File: src/rtl/hca_pkg.sv
// Package: shared types and the rule evaluation helper for the
// cellular automaton pattern generator.
// Assumes: rules are 8-bit truth tables indexed by {left, self, right}.
package hca_pkg;

    localparam int RULE_BITS = 8;
    localparam int NBR_BITS  = 3;

    typedef logic [RULE_BITS-1:0] rule_t;
    typedef logic [NBR_BITS-1:0]  nbr_t;

    // Boundary handling selected by the cyclic control input.
    typedef enum logic {
        EDGE_NULL   = 1'b0,
        EDGE_CYCLIC = 1'b1
    } edge_mode_e;

    // Returns the truth-table entry of a rule for one neighbourhood.
    function automatic logic rule_eval(input rule_t rule, input nbr_t nbr);
        return rule[nbr];
    endfunction

endpackage

File: src/rtl/hca_edge_sel.sv
// Module: hca_edge_sel
// Works out the left and right neighbour bit of every cell from the
// current state. Interior cells see their direct neighbours. The two end
// cells see either zero or the opposite end, depending on the edge mode.
// Assumes: WIDTH >= 2; cell 0 is the least significant bit.
module hca_edge_sel
    import hca_pkg::*;
#(
    parameter int WIDTH = 8
) (
    input  logic [WIDTH-1:0] state_i,
    input  edge_mode_e       mode_i,
    output logic [WIDTH-1:0] left_o,
    output logic [WIDTH-1:0] right_o
);

    localparam int TOP = WIDTH - 1;

    logic top_left;
    logic bot_right;

    // Purpose: pick the out-of-range neighbours for the end cells.
    always_comb begin
        if (mode_i == EDGE_CYCLIC) begin
            top_left  = state_i[0];
            bot_right = state_i[TOP];
        end else begin
            top_left  = 1'b0;
            bot_right = 1'b0;
        end
    end

    for (genvar i = 0; i < WIDTH; i++) begin : g_nbr
        if (i == TOP) begin : g_top
            assign left_o[i] = top_left;
        end else begin : g_lin
            assign left_o[i] = state_i[i+1];
        end
        if (i == 0) begin : g_bot
            assign right_o[i] = bot_right;
        end else begin : g_rin
            assign right_o[i] = state_i[i-1];
        end
    end

endmodule

File: src/rtl/hca_cell.sv
// Module: hca_cell
// One automaton cell: a single flip-flop whose next value is read from
// its own rule at the index formed by its three-bit neighbourhood.
// Priority: synchronous reset, then seed load, then enabled step; the
// cell holds its value otherwise.
// Assumes: nbr_i is {left, self, right} with self equal to q_o.
module hca_cell
    import hca_pkg::*;
(
    input  logic  clk,
    input  logic  rst_n,
    input  logic  load_i,
    input  logic  seed_i,
    input  logic  enable_i,
    input  rule_t rule_i,
    input  nbr_t  nbr_i,
    output logic  q_o
);

    logic next_bit;

    // Purpose: look the next value up in this cell's rule.
    always_comb begin
        next_bit = rule_eval(rule_i, nbr_i);
    end

    // Purpose: hold or update the cell flip-flop.
    always_ff @(posedge clk) begin
        if (!rst_n) begin
            q_o <= 1'b0;
        end else if (load_i) begin
            q_o <= seed_i;
        end else if (enable_i) begin
            q_o <= next_bit;
        end
    end

    // an enabled step stores the rule bit chosen by the previous neighbourhood.
    p_cell_rule_r2: assert property (@(posedge clk) disable iff (!rst_n)
        (enable_i && !load_i) |=> (q_o == $past(rule_i[nbr_i])));

endmodule

File: src/rtl/hca_pattern_gen.sv
// Module: hca_pattern_gen
// Top level of the cellular automaton test pattern generator. A row of
// WIDTH cells, each with its own 8-bit rule, steps when enabled. The edge
// selector supplies the end-cell neighbours for null or cyclic mode.
// Assumes: WIDTH >= 2; rules_i holds cell 0's rule in its low byte.
module hca_pattern_gen
    import hca_pkg::*;
#(
    parameter int WIDTH = 8
) (
    input  logic                   clk,
    input  logic                   rst_n,
    input  logic                   load_i,
    input  logic [WIDTH-1:0]       seed_i,
    input  logic                   enable_i,
    input  logic [WIDTH*RULE_BITS-1:0] rules_i,
    input  logic                   cyclic_i,
    output logic [WIDTH-1:0]       state_o
);

    logic [WIDTH-1:0] state_w;
    logic [WIDTH-1:0] left_w;
    logic [WIDTH-1:0] right_w;
    edge_mode_e       mode_w;

    assign mode_w = cyclic_i ? EDGE_CYCLIC : EDGE_NULL;

    hca_edge_sel #(.WIDTH(WIDTH)) u_edge (
        .state_i (state_w),
        .mode_i  (mode_w),
        .left_o  (left_w),
        .right_o (right_w)
    );

    for (genvar i = 0; i < WIDTH; i++) begin : g_cell
        hca_cell u_cell (
            .clk      (clk),
            .rst_n    (rst_n),
            .load_i   (load_i),
            .seed_i   (seed_i[i]),
            .enable_i (enable_i),
            .rule_i   (rules_i[i*RULE_BITS +: RULE_BITS]),
            .nbr_i    ({left_w[i], state_w[i], right_w[i]}),
            .q_o      (state_w[i])
        );
    end

    assign state_o = state_w;

    // Purpose: remember that reset was asserted on the previous edge.
    logic rst_seen_q;
    always_ff @(posedge clk) begin
        rst_seen_q <= !rst_n;
    end

    // an edge with reset low leaves the state all zeros.
    always_ff @(posedge clk) begin
        if (rst_seen_q) begin
            p_reset_clear_r1: assert (state_o == '0);
        end
    end

    // a load puts the seed on the output at the next edge.
    p_load_seed_r6: assert property (@(posedge clk) disable iff (!rst_n)
        load_i |=> (state_o == $past(seed_i)));

    // no load and no enable keeps the state unchanged.
    p_hold_state_r7: assert property (@(posedge clk) disable iff (!rst_n)
        (!load_i && !enable_i) |=> $stable(state_o));

endmodule

File: config.mk
export PLATFORM = sky130hd
export DESIGN_NAME = hca_pattern_gen
export DESIGN_NICKNAME = d
export VERILOG_FILES = /design/src/rtl/hca_pkg.sv /design/src/rtl/hca_edge_sel.sv /design/src/rtl/hca_cell.sv /design/src/rtl/hca_pattern_gen.sv
export SDC_FILE = /design/constraint.sdc
export NUM_CORES = 1
export LEC_CHECK = 0
export BUFFER_PORTS_ARGS = -buffer_cell sky130_fd_sc_hd__buf_2
export CORE_MARGIN = 4
export CORE_UTILIZATION = 41
export CTS_BUF_LIST = sky130_fd_sc_hd__clkbuf_8 sky130_fd_sc_hd__clkbuf_16
export DETAILED_ROUTE_END_ITERATION = 12
export MAX_ROUTING_LAYER = met4
export PLACE_DENSITY = 0.81
export SYNTH_ARGS = -nofsm -noshare
export SYNTH_HDL_FRONTEND = slang
export SYNTH_SLANG_ARGS = --single-unit
File: constraint.sdc
create_clock -name clk -period 2.78 [get_ports clk]
set_input_delay 0.139 -clock clk [delete_from_list [all_inputs] [get_ports clk]]
set_output_delay 0.139 -clock clk [all_outputs]
set_load 0.02 [all_outputs]
Word-level counts from Yosys, hierarchy flattened. Index checks and enable logic that the tools add are counted. W data, S select, Z words.

Register bits after elaboration: 8. Bits of input ports: 77. Output and inout bits: 8. Logic and storage cells: 52.

Magnitude comparators: 8. Mux-type cells: 35. Reductions and logical operators: 1.

Operators by type and width (count): $lt A3 B4 Y1 const B (8); $mux W1 (27); $bmux W1 S3 (8); $reduce_bool A2 Y1 (1).

Depth between registers and ports, before layout.
Depth after elaboration: 6. Gate-level depth with buffers: 5. Mapped depth without buffers: 4.

Cells and area by module. Synthesis repeated with hierarchy kept, for this count alone.

Cell total of the unflattened synthesis: 130. Area, all modules: 1073.5 um2.

Modules (own cells, without submodules): hca_cell (times used 8, cells an instance 14, area an instance 117.6 um2, seq. area each 20.0 um2); hca_edge_sel (times used 1, cells an instance 18, area an instance 132.6 um2, seq. area each 0.0 um2).

Worst setup path after synthesis. OpenSTA, ideal clock, no wires.

Path kind: reg-to-reg. From: reg g_cell[5].u_cell.q_o. To: reg g_cell[6].u_cell.q_o. Library setup time: 124 ps. Arrival time: 1176 ps. Required time: 2656 ps. Path slack: 1480 ps. Stages on the path, launching flop included: 5. Path buffers: 1. Clock period less this slack: 1300 ps. Cells stage by stage: dfxtp_1 > buf_2 > mux2_2 > a311oi_1 > o31ai_1.

Cells in the longest elaborated chain, start to end: 4.

Ends and longest elaborated chain: from (decl) (line hca_cell.sv:17) `output logic q_o`; from (signal assigned) (line hca_cell.sv:32) `q_o <= seed_i;`; from (signal assigned) (line hca_cell.sv:34) `q_o <= next_bit;`; $bmux W1 S3 (line hca_pkg.sv:20) `return rule[nbr];`; $mux W1 (implied by the code) (line hca_pkg.sv:20); $mux W1 (line hca_cell.sv:33) `end else if (enable_i) begin`; $mux W1 (line hca_cell.sv:31) `end else if (load_i) begin`; to (signal assigned) (line hca_cell.sv:32); to (signal assigned) (line hca_cell.sv:34); to (decl) (line hca_cell.sv:17).

No other way between the ends. The select of a mux whose other input is x is not followed. A chain may end at the register's enable or synchronous reset.

Worst setup path after layout.
From: reg g_cell[0].u_cell.q_o. To: reg g_cell[7].u_cell.q_o.

Cells in the longest elaborated chain, start to end: 5.

Ends and longest elaborated chain: from (decl) (line hca_cell.sv:17); from (signal assigned) (line hca_cell.sv:32); from (signal assigned) (line hca_cell.sv:34); $mux W1 (line hca_edge_sel.sv:24) `if (mode_i == EDGE_CYCLIC) begin`; $bmux W1 S3 (line hca_pkg.sv:20); $mux W1 (implied by the code) (line hca_pkg.sv:20); $mux W1 (line hca_cell.sv:33); $mux W1 (line hca_cell.sv:31); to (signal assigned) (line hca_cell.sv:32); to (signal assigned) (line hca_cell.sv:34); to (decl) (line hca_cell.sv:17).

No other way between the ends. The select of a mux whose other input is x is not followed.

==> parameters.txt <==
Parameter                              Value

Power
  Total internal power    316 uW
  Power density over cell area    346 nW/um^2
  Power dissipated by switching net loads    157 uW
  Clock power share    30.4%
  Share of total power in combinational logic    36.0%
  Sequential share of power    33.6%
  Sw Ratio    about a third
  Worst IR Drop VDD    198 uV
  Leak    between 0.0006 and 0.0007 uW

Placement
  Routability-driven placement congestion ratio    0.817
  Detailed Place HPWL    2.58 mm
  Quantity of I/O buffers inserted on ports    84

Worst setup path
  Critical path buffers and inverters    0
  Critical Path Slowest Stage Cell    dfxtp_1
  Required time at the endpoint of the critical path    a little under 3 ns
  Data arrival at the endpoint of the critical path    roughly 1.8 ns
  Delay-heaviest family, CP    simple AND/OR/NAND/NOR gates
  Crit. End Element    flop
  Sequence of cells on the critical path    and3_2 > a211oi_1 > or4b_1 > nand2_1
  Nature of the critical path startpoint    flop
  Start-to-end type of the worst setup path    flop to flop
  Worst path max stage delay    0.60 ns
  Worst Path Max Fanout    10

Global routing
  Maximum number of pins on one net before global-route repair    17
  Initial antenna violation count    0
  Wire length of the first global-routing pass    5.12 mm
  All-layer global routing usage    19.8%
  Vias in the first global route    1174
  Grt ovf    0

Clock tree
  Library cell used as clock root buffer    clkbuf_8
  Clk sink count    8
  Clock buffer depth    2
  Cts bufs inserted    3
  Clock latency reported for the late side of the worst-skew pair    0.23 ns
  Maximum level of the CTS H-tree    1
  CTS tree    done
  Post-cts resize count    0
  Number of buffers inserted for hold repair after clock tree synthesis    0
  Post-CTS setup buffers    0
  Worst-path clk slew    about 0.050 ns

Timing
  Final critical-path required period    about 1.6 ns
  Final clock skew    roughly 0.0031 ns
  Slew at the pin closest to its max-slew limit    0.468 ns
  Tcrit/Tclk final    roughly 57%
  Final Setup Violations    0
  Number of failing hold endpoints at the final stage    0
  Unrepaired setup endpoints after global routing    false
  Post-route setup TNS    0 ns
  Number of max-slew violations in the final report    0
  Max Clock Freq    ~640 MHz
  Relative slew margins    between 60% and 70%
  Final hold slack    about 0.14 ns

Synthesis
  Synthesis Warnings    0
  Yosys top cell area share    19.1%
  Number of synthesized register bits    8
  Net count of the mapped netlist    between 150 and 200
  Synth unique cells    30
  Sequential area share after synthesis    between 10% and 20%
  Largest area contributor in the netlist    mux2i_1
  Area contributors post-synth    mux2i_1 19%, dfxtp_1 16%, o31ai_1 8.3%, mux2_2 7.9%, buf_4 6.0%
  Post-Synthesis Cell Area    995 um^2
  Syn_area_per_cell    8.29 um^2
  Post-synthesis instance total    120

Routing
  Number of nets still failing antenna checks after routing    0
  Average wire per cell in the routed design    14.8 um
  Vias    1189
  Starting DRC count in detailed routing    18
  Detailed Routing Iterations Pass 1    4
  Per-cell via count in the routed design    5.50
  Total length of routed wires    3.20 mm
  # DRC    0

Cells and area
  Combined area of the multi-input logic cells    702 um^2
  Most frequent cells in the layout    84 x buf_2, 19 x mux2i_1, 11 x nor3_1, 11 x o31ai_1
  Top flop regs    g_cell.u_cell.q_o: 8 flops
  Synthesis-to-layout area growth    37.4%
  Fraction of layout instances using a drive strength above 1    54.3%
  Inserted Diodes    0
  Most flops, register    g_cell.u_cell.q_o
  Post-layout net count    267
  Area taken by flip-flops and latches    between 150 and 200 um^2
  Layout filler cell count    218
  Commonest non-fill, non-tap cell in the layout    buf_2
  Max reg flops    8

Die
  Area of the core    2250 um^2
  Floorplan die area    3280 um^2
  Initial Utilization    roughly 44%
  Top-level I/O count    85
  FP Rows    17
  Vertical die dimension    57.3 um
  Die X-Extent    57.3 um

Hold path
  Worst min-delay path category    primary input to flop

Outcome
  Outcome    finished, final reports clean

Job
  Max-capacitance violation count    0
logic make-up (layout without fill, tap and decap cells):
kind of cell	count (synthesis)	in the layout	synth area share [%]
multiplexers	28	28	31.6
AND/OR/NAND/NOR	45	45	24.4
flip-flops	8	8	16.1
AO/OA/AOI/OAI	18	18	14.6
buffers and inverters	21	89	13.3
power by group through the flow:
| stage | clock network (uW) | logic (uW) | registers, uW |
|---|---|---|---|
| 6_report | 144 | 170 | 159 |
| 5_1_grt | 155 | 187 | 162 |
| 4_1_cts | 145 | 171 | 158 |
| 3_5_place_dp | 0 | 170 | 161 |
| 3_3_place_gp | 0 | 165 | 158 |
| 2_1_floorplan | 0 | 140 | 133 |
cells in the mapped netlist:
| library cell | number |
|---|---|
| a2111oi_0 | 1 |
| a211oi_1 | 1 |
| a21oi_1 | 1 |
| a311oi_1 | 2 |
| a32oi_1 | 1 |
| and3_2 | 2 |
| buf_1 | 1 |
| buf_2 | 7 |
| buf_4 | 8 |
| buf_6 | 2 |
| clkbuf_1 | 1 |
| dfxtp_1 | 8 |
| inv_1 | 1 |
| inv_2 | 1 |
| mux2_2 | 7 |
| mux2i_1 | 19 |
| mux4_2 | 2 |
| nand2_1 | 8 |
| nand2_2 | 1 |
| nand2_4 | 1 |
| nand3_1 | 7 |
| nand4_1 | 6 |
| nand4b_1 | 1 |
| nor2_1 | 5 |
| nor3_1 | 11 |
| nor4b_1 | 1 |
| o221ai_2 | 1 |
| o31ai_1 | 11 |
| or3_1 | 1 |
| or4b_1 | 1 |
worst register-to-register path: cells and delay by family, from the launching register on:
kind | cells | cell delay [ns]
DFF | 1 | 0.60
AOI/OAI and AO/OA | 1 | 0.04
and+or+nand+nor | 3 | 0.87
metal layers:
| metal | track usage, % | up-vias | share of wire, % |
|---|---|---|---|
| met5 | - | - | 0 |
| met4 | 4.97 | 0 | 0.69 |
| met1 | 22.6 | 540 | 40 |
| met3 | 3.85 | 2 | 7.3 |
| li1 | - | 594 | - |
| met2 | 35.1 | 53 | 52 |
path summary, 6_finish.rpt:
| path | start | to | slack, ns | cells past startpoint |
|---|---|---|---|---|
| min reg2reg | g_cell[7].u_cell.q_o$_SDFFE_PN0P_ | g_cell[7].u_cell.q_o$_SDFFE_PN0P_ | 0.68 | 2 |
| min | seed_i[2] | g_cell[2].u_cell.q_o$_SDFFE_PN0P_ | 0.14 | 3 |
| max | g_cell[0].u_cell.q_o$_SDFFE_PN0P_ | g_cell[7].u_cell.q_o$_SDFFE_PN0P_ | 1.21 | 4 |
| max reg2reg | g_cell[0].u_cell.q_o$_SDFFE_PN0P_ | g_cell[7].u_cell.q_o$_SDFFE_PN0P_ | 1.21 | 4 |
through the flow:
step	util (%)	power, uW	area [um^2]	worst slack, ns	instances
floorplan	-	273	995	1.48	120
global placement	58.8	324	1330	1.31	213
detailed placement	58.8	331	1330	1.23	213
CTS	60.6	475	1370	1.22	216
global route	60.6	505	1370	1.14	216
finish	60.6	473	1370	1.21	216
final cells by class:
| cell class | instances | share of cell area (%) |
|---|---|---|
| multi-input cells | 91 | 51.4 |
| inverters | 2 | 0.549 |
| repair buffers | 84 | 30.8 |
| flip-flops and latches | 8 | 11.7 |
| clock buffers | 3 | 3.02 |
| well taps | 28 | 2.56 |
Power figures use the tool's default switching activity.
